<file path="src/rtl/irq_mask_pkg.sv">
package irq_mask_pkg;
  localparam int unsigned OFS_STATUS = 12'h100;
  localparam int unsigned OFS_SIGNAL = 12'h104;
  localparam int unsigned OFS_EN_SET = 12'h108;
  localparam int unsigned OFS_EN_CLR = 12'h10C;
  localparam int unsigned OFS_SW_CFG = 12'h110;

  localparam int unsigned SW_FAST_POS = 2;
  localparam int unsigned SW_NORM_POS = 1;
  localparam int unsigned SW_SRC_BIT  = 1;

  typedef enum logic [2:0] {
    SEL_NONE,
    SEL_STATUS,
    SEL_SIGNAL,
    SEL_EN,
    SEL_CLR,
    SEL_SW
  } reg_sel_t;
endpackage

</file>
<file path="src/rtl/irq_mask_reg.sv">
module irq_mask_reg #(
  parameter int NUM_SRC = 32
) (
  input  logic               clk,
  input  logic               rst,
  input  logic               set_we,
  input  logic               clr_we,
  input  logic [NUM_SRC-1:0] bits_in,
  output logic [NUM_SRC-1:0] mask_q
);
  always_ff @(posedge clk) begin
    if (rst) begin
      mask_q <= '0;
    end else if (set_we) begin
      mask_q <= mask_q | bits_in;
    end else if (clr_we) begin
      mask_q <= mask_q & ~bits_in;
    end
  end

  AST_SET_RAISES: assert property (@(posedge clk) disable iff (rst)
    set_we |=> ((mask_q & $past(bits_in)) == $past(bits_in)));
  AST_SET_KEEPS: assert property (@(posedge clk) disable iff (rst)
    set_we |=> ((mask_q & $past(mask_q)) == $past(mask_q)));
  AST_CLR_DROPS: assert property (@(posedge clk) disable iff (rst)
    clr_we |=> ((mask_q & $past(bits_in)) == '0));
  AST_CLR_KEEPS: assert property (@(posedge clk) disable iff (rst)
    clr_we |=> ((mask_q & ~$past(bits_in)) == ($past(mask_q) & ~$past(bits_in))));
endmodule

</file>
<file path="src/rtl/irq_sw_cfg.sv">
module irq_sw_cfg #(
  parameter bit IS_FAST = 1'b1,
  parameter int DATA_W  = 32
) (
  input  logic              clk,
  input  logic              rst,
  input  logic              we,
  input  logic [DATA_W-1:0] wdata,
  output logic [DATA_W-1:0] cfg_rd,
  output logic              inject
);
  import irq_mask_pkg::*;

  logic fast_q, norm_q;

  always_ff @(posedge clk) begin
    if (rst) begin
      fast_q <= 1'b0;
      norm_q <= 1'b0;
    end else if (we) begin
      fast_q <= wdata[SW_FAST_POS];
      norm_q <= wdata[SW_NORM_POS];
    end
  end

  always_comb begin
    cfg_rd              = '0;
    cfg_rd[SW_FAST_POS] = fast_q;
    cfg_rd[SW_NORM_POS] = norm_q;
  end

  generate
    if (IS_FAST) begin : g_fast
      assign inject = fast_q;
    end else begin : g_norm
      assign inject = norm_q;
    end
  endgenerate

  AST_CFG_RESERVED: assert property (@(posedge clk) disable iff (rst)
    (cfg_rd & ~((DATA_W'(1) << SW_FAST_POS) | (DATA_W'(1) << SW_NORM_POS))) == '0);
endmodule

</file>
<file path="src/rtl/irq_status_gen.sv">
module irq_status_gen #(
  parameter int NUM_SRC = 32,
  parameter int SRC_BIT = 1
) (
  input  logic               clk,
  input  logic               rst,
  input  logic [NUM_SRC-1:0] src_in,
  input  logic [NUM_SRC-1:0] mask,
  input  logic               inject,
  output logic [NUM_SRC-1:0] sig,
  output logic [NUM_SRC-1:0] status,
  output logic               irq_q
);
  logic [NUM_SRC-1:0] src_q;
  logic [NUM_SRC-1:0] inj_vec;

  always_ff @(posedge clk) begin
    if (rst) src_q <= '0;
    else     src_q <= src_in;
  end

  assign inj_vec = inject ? (NUM_SRC'(1) << SRC_BIT) : '0;
  assign sig     = src_q | inj_vec;
  assign status  = (src_q & mask) | inj_vec;

  always_ff @(posedge clk) begin
    if (rst) irq_q <= 1'b0;
    else     irq_q <= |status;
  end

  AST_IRQ_RISES: assert property (@(posedge clk) disable iff (rst)
    (|status) |=> irq_q);
  AST_IRQ_FALLS: assert property (@(posedge clk) disable iff (rst)
    !(|status) |=> !irq_q);
  AST_STATUS_IN_SIG: assert property (@(posedge clk) disable iff (rst)
    (status & ~sig) == '0);
endmodule

</file>
<file path="src/rtl/irq_mask_unit.sv">
module irq_mask_unit #(
  parameter int NUM_SRC = 32,
  parameter int ADDR_W  = 12,
  parameter int DATA_W  = 32,
  parameter bit IS_FAST = 1'b1
) (
  input  logic              clk,
  input  logic              rst,
  input  logic              wr_en,
  input  logic              rd_en,
  input  logic [ADDR_W-1:0] addr,
  input  logic [DATA_W-1:0] wdata,
  output logic [DATA_W-1:0] rdata,
  input  logic [NUM_SRC-1:0] src_in,
  output logic              irq_req
);
  import irq_mask_pkg::*;

  reg_sel_t           sel;
  logic [NUM_SRC-1:0] mask_q, sig, status;
  logic [DATA_W-1:0]  cfg_rd, rd_mux;
  logic               inject;

  always_comb begin
    sel = SEL_NONE;
    if      (addr == ADDR_W'(OFS_STATUS)) sel = SEL_STATUS;
    else if (addr == ADDR_W'(OFS_SIGNAL)) sel = SEL_SIGNAL;
    else if (addr == ADDR_W'(OFS_EN_SET)) sel = SEL_EN;
    else if (addr == ADDR_W'(OFS_EN_CLR)) sel = SEL_CLR;
    else if (addr == ADDR_W'(OFS_SW_CFG)) sel = SEL_SW;
  end

  irq_mask_reg #(.NUM_SRC(NUM_SRC)) u_mask (
    .clk     (clk),
    .rst     (rst),
    .set_we  (wr_en && sel == SEL_EN),
    .clr_we  (wr_en && sel == SEL_CLR),
    .bits_in (wdata[NUM_SRC-1:0]),
    .mask_q  (mask_q)
  );

  irq_sw_cfg #(.IS_FAST(IS_FAST), .DATA_W(DATA_W)) u_sw (
    .clk    (clk),
    .rst    (rst),
    .we     (wr_en && sel == SEL_SW),
    .wdata  (wdata),
    .cfg_rd (cfg_rd),
    .inject (inject)
  );

  irq_status_gen #(.NUM_SRC(NUM_SRC), .SRC_BIT(SW_SRC_BIT)) u_stat (
    .clk    (clk),
    .rst    (rst),
    .src_in (src_in),
    .mask   (mask_q),
    .inject (inject),
    .sig    (sig),
    .status (status),
    .irq_q  (irq_req)
  );

  always_comb begin
    case (sel)
      SEL_STATUS: rd_mux = DATA_W'(status);
      SEL_SIGNAL: rd_mux = DATA_W'(sig);
      SEL_EN:     rd_mux = DATA_W'(mask_q);
      SEL_SW:     rd_mux = cfg_rd;
      default:    rd_mux = '0;
    endcase
  end

  always_ff @(posedge clk) begin
    if (rst)        rdata <= '0;
    else if (rd_en) rdata <= rd_mux;
    else            rdata <= '0;
  end

  AST_CLR_READS_ZERO: assert property (@(posedge clk) disable iff (rst)
    (rd_en && addr == ADDR_W'(OFS_EN_CLR)) |=> (rdata == '0));
  AST_FORCE_UNMASKED: assert property (@(posedge clk) disable iff (rst)
    inject |-> status[SW_SRC_BIT]);
  AST_PORT_EXCLUSIVE: assert property (@(posedge clk) disable iff (rst)
    !(rd_en && wr_en));
endmodule

</file>
<file path="config.mk">
export PLATFORM = sky130hd
export DESIGN_NAME = irq_mask_unit
export DESIGN_NICKNAME = d
export VERILOG_FILES = /design/src/rtl/irq_mask_pkg.sv /design/src/rtl/irq_mask_reg.sv /design/src/rtl/irq_sw_cfg.sv /design/src/rtl/irq_status_gen.sv /design/src/rtl/irq_mask_unit.sv
export SDC_FILE = /design/constraint.sdc
export NUM_CORES = 1
export LEC_CHECK = 0
export CAP_MARGIN = 25
export CELL_PAD_IN_SITES_DETAIL_PLACEMENT = 1
export CELL_PAD_IN_SITES_GLOBAL_PLACEMENT = 2
export CORE_MARGIN = 2
export CORE_UTILIZATION = 37
export DETAILED_ROUTE_END_ITERATION = 8
export DONT_BUFFER_PORTS = 1
export GPL_ROUTABILITY_DRIVEN = 0
export HOLD_SLACK_MARGIN = 0.08
export PLACE_DENSITY = 0.79
export SLEW_MARGIN = 20
export SYNTH_ARGS = -nofsm -noshare
export SYNTH_HDL_FRONTEND = slang
export SYNTH_SLANG_ARGS = --single-unit
</file>
<file path="constraint.sdc">
create_clock -name clk -period 1.95 [get_ports clk]
set_input_delay 0.0975 -clock clk [delete_from_list [all_inputs] [get_ports clk]]
set_output_delay 0.0975 -clock clk [all_outputs]
set_load 0.005 [all_outputs]
</file>
* Word-level counts from Yosys, hierarchy flattened
Cells that the tools add are included.
** Word-level totals
- Logic and storage cells :: 38
- Register bits after elaboration :: 99
** Operators by class
- Mux-type cells :: 9
- Equality and inequality tests :: 10
- Reductions and logical operators :: 6
- Bitwise operators :: 7
** Operator list (number)
- 32-bit case mux with 4 select lines :: 1
- 32-bit bitwise OR :: 3
- 32-bit bitwise AND :: 2
- 32-bit two-way mux :: 2
- 12-bit by 9-bit equality test with 1-bit output (second input constant) :: 5
- 32-bit NOT :: 1
- 32-bit OR reduction :: 1
- 3-bit two-way mux :: 5
- 3-bit by 2-bit equality test with 1-bit output (second input constant) :: 2
- 3-bit equality test (second input constant) :: 2
- 3-bit by 1-bit equality test with 1-bit output (second input constant) :: 1
- 1-bit logical AND :: 3
- 2-bit two-way mux :: 1
- 2-bit nonzero test :: 1
- 2-bit OR reduction :: 1
- 1-bit NOT :: 1

* Longest topological paths before layout
- Depth after elaboration :: 10
- Mapped depth :: 7
- Gate-level depth less buffers :: 4

* By module
A second synthesis with hierarchy kept.
** Unflattened totals
- Cells, all modules :: 553
- Area total of the unflattened synthesis :: 5381.4 um^2
** Modules (own cells, without submodules)
- irq_mask_unit :: times used 1, area each 2259.7 um^2, seq. area each 640.6 um^2, cells an instance 232
- irq_mask_reg :: times used 1, area each 1413.9 um^2, seq. area each 640.6 um^2, cells an instance 137
- irq_status_gen :: times used 1, area each 1396.3 um^2, seq. area each 660.6 um^2, cells an instance 145
- irq_sw_cfg :: times used 1, area each 311.5 um^2, seq. area each 40.0 um^2, cells an instance 39

* Least setup slack after synthesis
OpenSTA, ideal clock, no wires.
- Path kind :: input to register
- From :: in addr[9]
- To :: reg with a tool-made name
- Setup slack :: 302 ps
- Path buffers :: 1
- Required time :: 1833 ps
- Stages on the path :: 5
- Library setup time :: 117 ps
- Arrival time :: 1530 ps
- Cell sequence :: or4b_4 > nor4_4 > buf_6 > nand2_1 > a32o_1
** RTL lines
- start: declaration :: line irq_mask_unit.sv:11 : input logic [ADDR_W-1:0] addr,

* Worst setup path after layout
- From :: in addr[9]
- To :: reg u_sw.norm_q
** Between the ends
- Word-level cells in the longest chain between the ends :: 8
- Elaborated cells between the ends (all ways) :: 12
- Those cells by class :: eq/ne: 6; mux: 5; reduce/logical: 1
** RTL lines
- 12-bit by 9-bit equality test with 1-bit output :: line irq_mask_unit.sv:30 : else if (addr == ADDR_W'(OFS_SW_CFG)) sel = SEL_SW;
- 3-bit two-way mux :: line irq_mask_unit.sv:30
- 3-bit two-way mux :: line irq_mask_unit.sv:29 : else if (addr == ADDR_W'(OFS_EN_CLR)) sel = SEL_CLR;
- 3-bit two-way mux :: line irq_mask_unit.sv:28 : else if (addr == ADDR_W'(OFS_EN_SET)) sel = SEL_EN;
- 3-bit two-way mux :: line irq_mask_unit.sv:27 : else if (addr == ADDR_W'(OFS_SIGNAL)) sel = SEL_SIGNAL;
- 3-bit two-way mux * :: line irq_mask_unit.sv:26 : if (addr == ADDR_W'(OFS_STATUS)) sel = SEL_STATUS;
- 3-bit equality test * :: line irq_mask_unit.sv:45 : .we (wr_en && sel == SEL_SW),
- 1-bit logical AND * :: line irq_mask_unit.sv:45
- end signal: assignment :: line irq_sw_cfg.sv:22 : norm_q <= wdata[SW_NORM_POS];
- end: declaration :: line irq_sw_cfg.sv:14 : logic fast_q, norm_q;
Every way passes the cells marked *; elsewhere a longest branch is shown, timed or not.
A chain may end at the register's enable or synchronous reset.

==> flow_metrics.py <==
metrics = {
    "run_status": {
        "status": "complete, no violations",
    },
    "yosys": {
        "synthTopCellsByCount": "dfxtp_1, nand2_1, a21oi_1, a32o_1, nor2b_1",
        "synth_top_area_share_pct": 54.1,
        "syn_avg_cell_area_um2": 9.80,
        "syn_inst": 374,
        "synth-async-reset-ratio_pct": 0,
        "synth_edf_count": 0,
        "synth_largest_area_cell": "dfxtp_1",
        "synthTopCellsByArea": "dfxtp_1, a32o_1, nand2_1",
        "ys.flop_type": "dfxtp_1",
        "synth_seq_area_share_pct": 54.1,
        "yosys_warnings": 0,
        "yosysMostFrequentCell": "dfxtp_1",
        "ys_seq_elements": 99,
        "syn_area_um2": 3660,
        "syn_nets": 454,
        "synth.distinct_cells": 33,
    },
    "worst_setup_path": {
        "reg2reg_slack_ns": 0.84,
        "path_cells": "or4b_4 > nor2_1 > nand3_1 > dlygate4sd3_1 > a21oi_1",
        "max_stage_delay_ns": 0.60,
        "arrival_ns": 1.88,
        "crit_fanout": 6,
        "cp_top_family": "simple AND/OR/NAND/NOR gates",
        "path_buf_inv": 1,
        "crit_path_start_kind": "input pin",
        "cp.required_ns": 2.23,
        "cp-end-kind": "register",
        "cp_slowest_cell": "dlygate4sd3_1",
        "crit_type": "input pin to register",
    },
    "clock_network": {
        "root_buffer": "clkbuf_8",
        "cts_inserted_buffers": 9,
        "insertion_delay_ns": 0.35,
        "cts.path.max_buffers": 2,
        "cts_hold_buf": 76,
        "clk_pin_slew_worst_paths_ns": 0.10,
        "cts_tree": "done",
        "clock-sinks": 99,
        "post_cts_buffers": 0,
        "htree_levels": 3,
        "cts_resized": 0,
    },
    "sta": {
        "rsz0062_at_grt": "false",
        "worstMarginPinSlew_ns": 0.467,
        "fin_hold_ws_ns": 0.123,
        "max_slew_margin_pct": 68.6,
        "post-route-min-period_ns": 1.60,
        "fmax_mhz": 626,
        "finalSetupViolations": 0,
        "tns_ns": 0,
        "finalMaxSlewViolations": 0,
        "min_period_over_period_pct": 81.9,
        "fin_worst_skew_ns": 0.00953,
        "hold_violations": 0,
    },
    "grt": {
        "busiest_layer": "met2",
        "grt_pass1_vias": 3457,
        "grt-ovfl-total": 0,
        "grt_max_degree": 36,
        "grtUsageMet1_pct": 27.2,
        "grt_antenna_before_repair": 1,
        "grt_usage_pct": 21.8,
        "grt_first_pass_wirelength_um": 18500,
        "grtUsageMet3_pct": 4.22,
        "use_met2_pct": 37.5,
    },
    "die": {
        "fp.coreArea_um2": 9680,
        "chipHeight_um": 104,
        "initial_core_util_pct": 37.8,
        "io-pin-count": 113,
        "die_w_um": 104,
        "num_rows": 36,
        "dieArea_um2": 10700,
    },
    "cells_and_area": {
        "nNetsFinal": 521,
        "drive_above_1_share_pct": 6.28,
        "design_area_um2": 4780,
        "syn_to_final_growth_pct": 30.5,
        "final_cells": 580,
    },
    "run": {
        "maxCapViolations": 0,
    },
    "place": {
        "post_dp_cell_area_um2": 3800,
        "dp_hpwl_um": 6960,
        "dp_cells": 487,
        "io_buffers": 0,
    },
    "routing": {
        "vias": 3196,
        "via_per_inst": 5.51,
        "routed_wl_um": 11700,
        "ant_nets": 0,
        "drc": 0,
        "drt_iter0_drc": 152,
        "drtPass1Iterations": 4,
        "wl_per_cell_um": 20.2,
    },
    "worst_hold_path": {
        "min_path_type": "input pin to register",
    },
    "power_and_ir_drop": {
        "vdd_drop_max_v": 0.000387,
        "power_density_nw_per_um2": 757,
        "p_leak_nw": 1.56,
    },
}
[path summary, 6_finish.rpt]
check / from / endpoint / cells past startpoint
min: addr[3] / rdata[3] / 4
max: addr[9] / u_sw.norm_q / 5
max reg2reg: u_stat.src_q[17] / u_stat.irq_q / 4
min reg2reg: u_stat.src_q[8] / rdata[8] / 2
[metrics by stage]
stage	utilization (%)	setup WS [ns]	total power, mW
detailed placement	39.3	0.197	2.19
global route	49.4	0.325	3.77
global placement	39.3	0.244	2.19
floorplan	-	0.302	2.18
CTS	49.3	0.409	3.65
finish	49.4	0.353	3.62
[report_power, final]
part	total (mW)	switching, mW	internal [mW]
clock network	1.31	0.710	0.602
registers	2.09	0.0307	2.06
logic	0.221	0.0896	0.131
total	3.62	0.830	2.79
[worst min-delay path, stage by stage]
cell and delay [ns]:
nor4_4 0.03, buf_12 0.16, nand2_1 0.08, a21oi_1 0.06
[placed cells by master, fill, tap and decap left out, types with 2 or more instances in the layout]
cell type and n:
clkbuf_1 2, buf_12 6, nor2_1 4, buf_4 2
inv_1 2, dlygate4sd3_1 74, and3_1 4, clkbuf_8 9
nor4_4 2, o21ai_0 7, nand4_1 2, clkinvlp_4 2
a21oi_1 36, o211ai_1 30, a22oi_1 14, dfxtp_1 99
or4b_4 2, a32o_1 32, nor2b_1 32, nand2_1 66
nand3_1 4
[cell families (layout without fill, tap and decap cells)]
logic type | Yosys count | count (layout) | share of synthesized area, %
other | 0 | 1 | 0
adders and majority gates | 1 | 1 | 0.273
AOI/OAI and AO/OA | 121 | 121 | 24.1
buffers and inverters | 29 | 101 | 4.06
and+or+nand+nor | 124 | 124 | 17.5
DFF | 99 | 99 | 54.1
[per-layer routing]
| layer | share of wire, % | up-vias |
|---|---|---|
| met4 | 2.0 | 0 |
| met5 | 0 | - |
| met3 | 4.5 | 12 |
| met2 | 49 | 87 |
| li1 | - | 1502 |
| met1 | 44 | 1595 |
[area by class of cell]
class | instances | area (µm²)
Multi-Input combinational cell | 246 | 1550
Timing Repair Buffer | 82 | 876
Inverter | 3 | 11.3
Sequential cell | 99 | 1980
Antenna cell | 1 | 2.50
Tap cell | 133 | 166
Clock buffer | 11 | 131
Clock inverter | 5 | 62.6
Fill cell | 1080 | 4900
No activity file was read; power rests on OpenSTA's default activity.
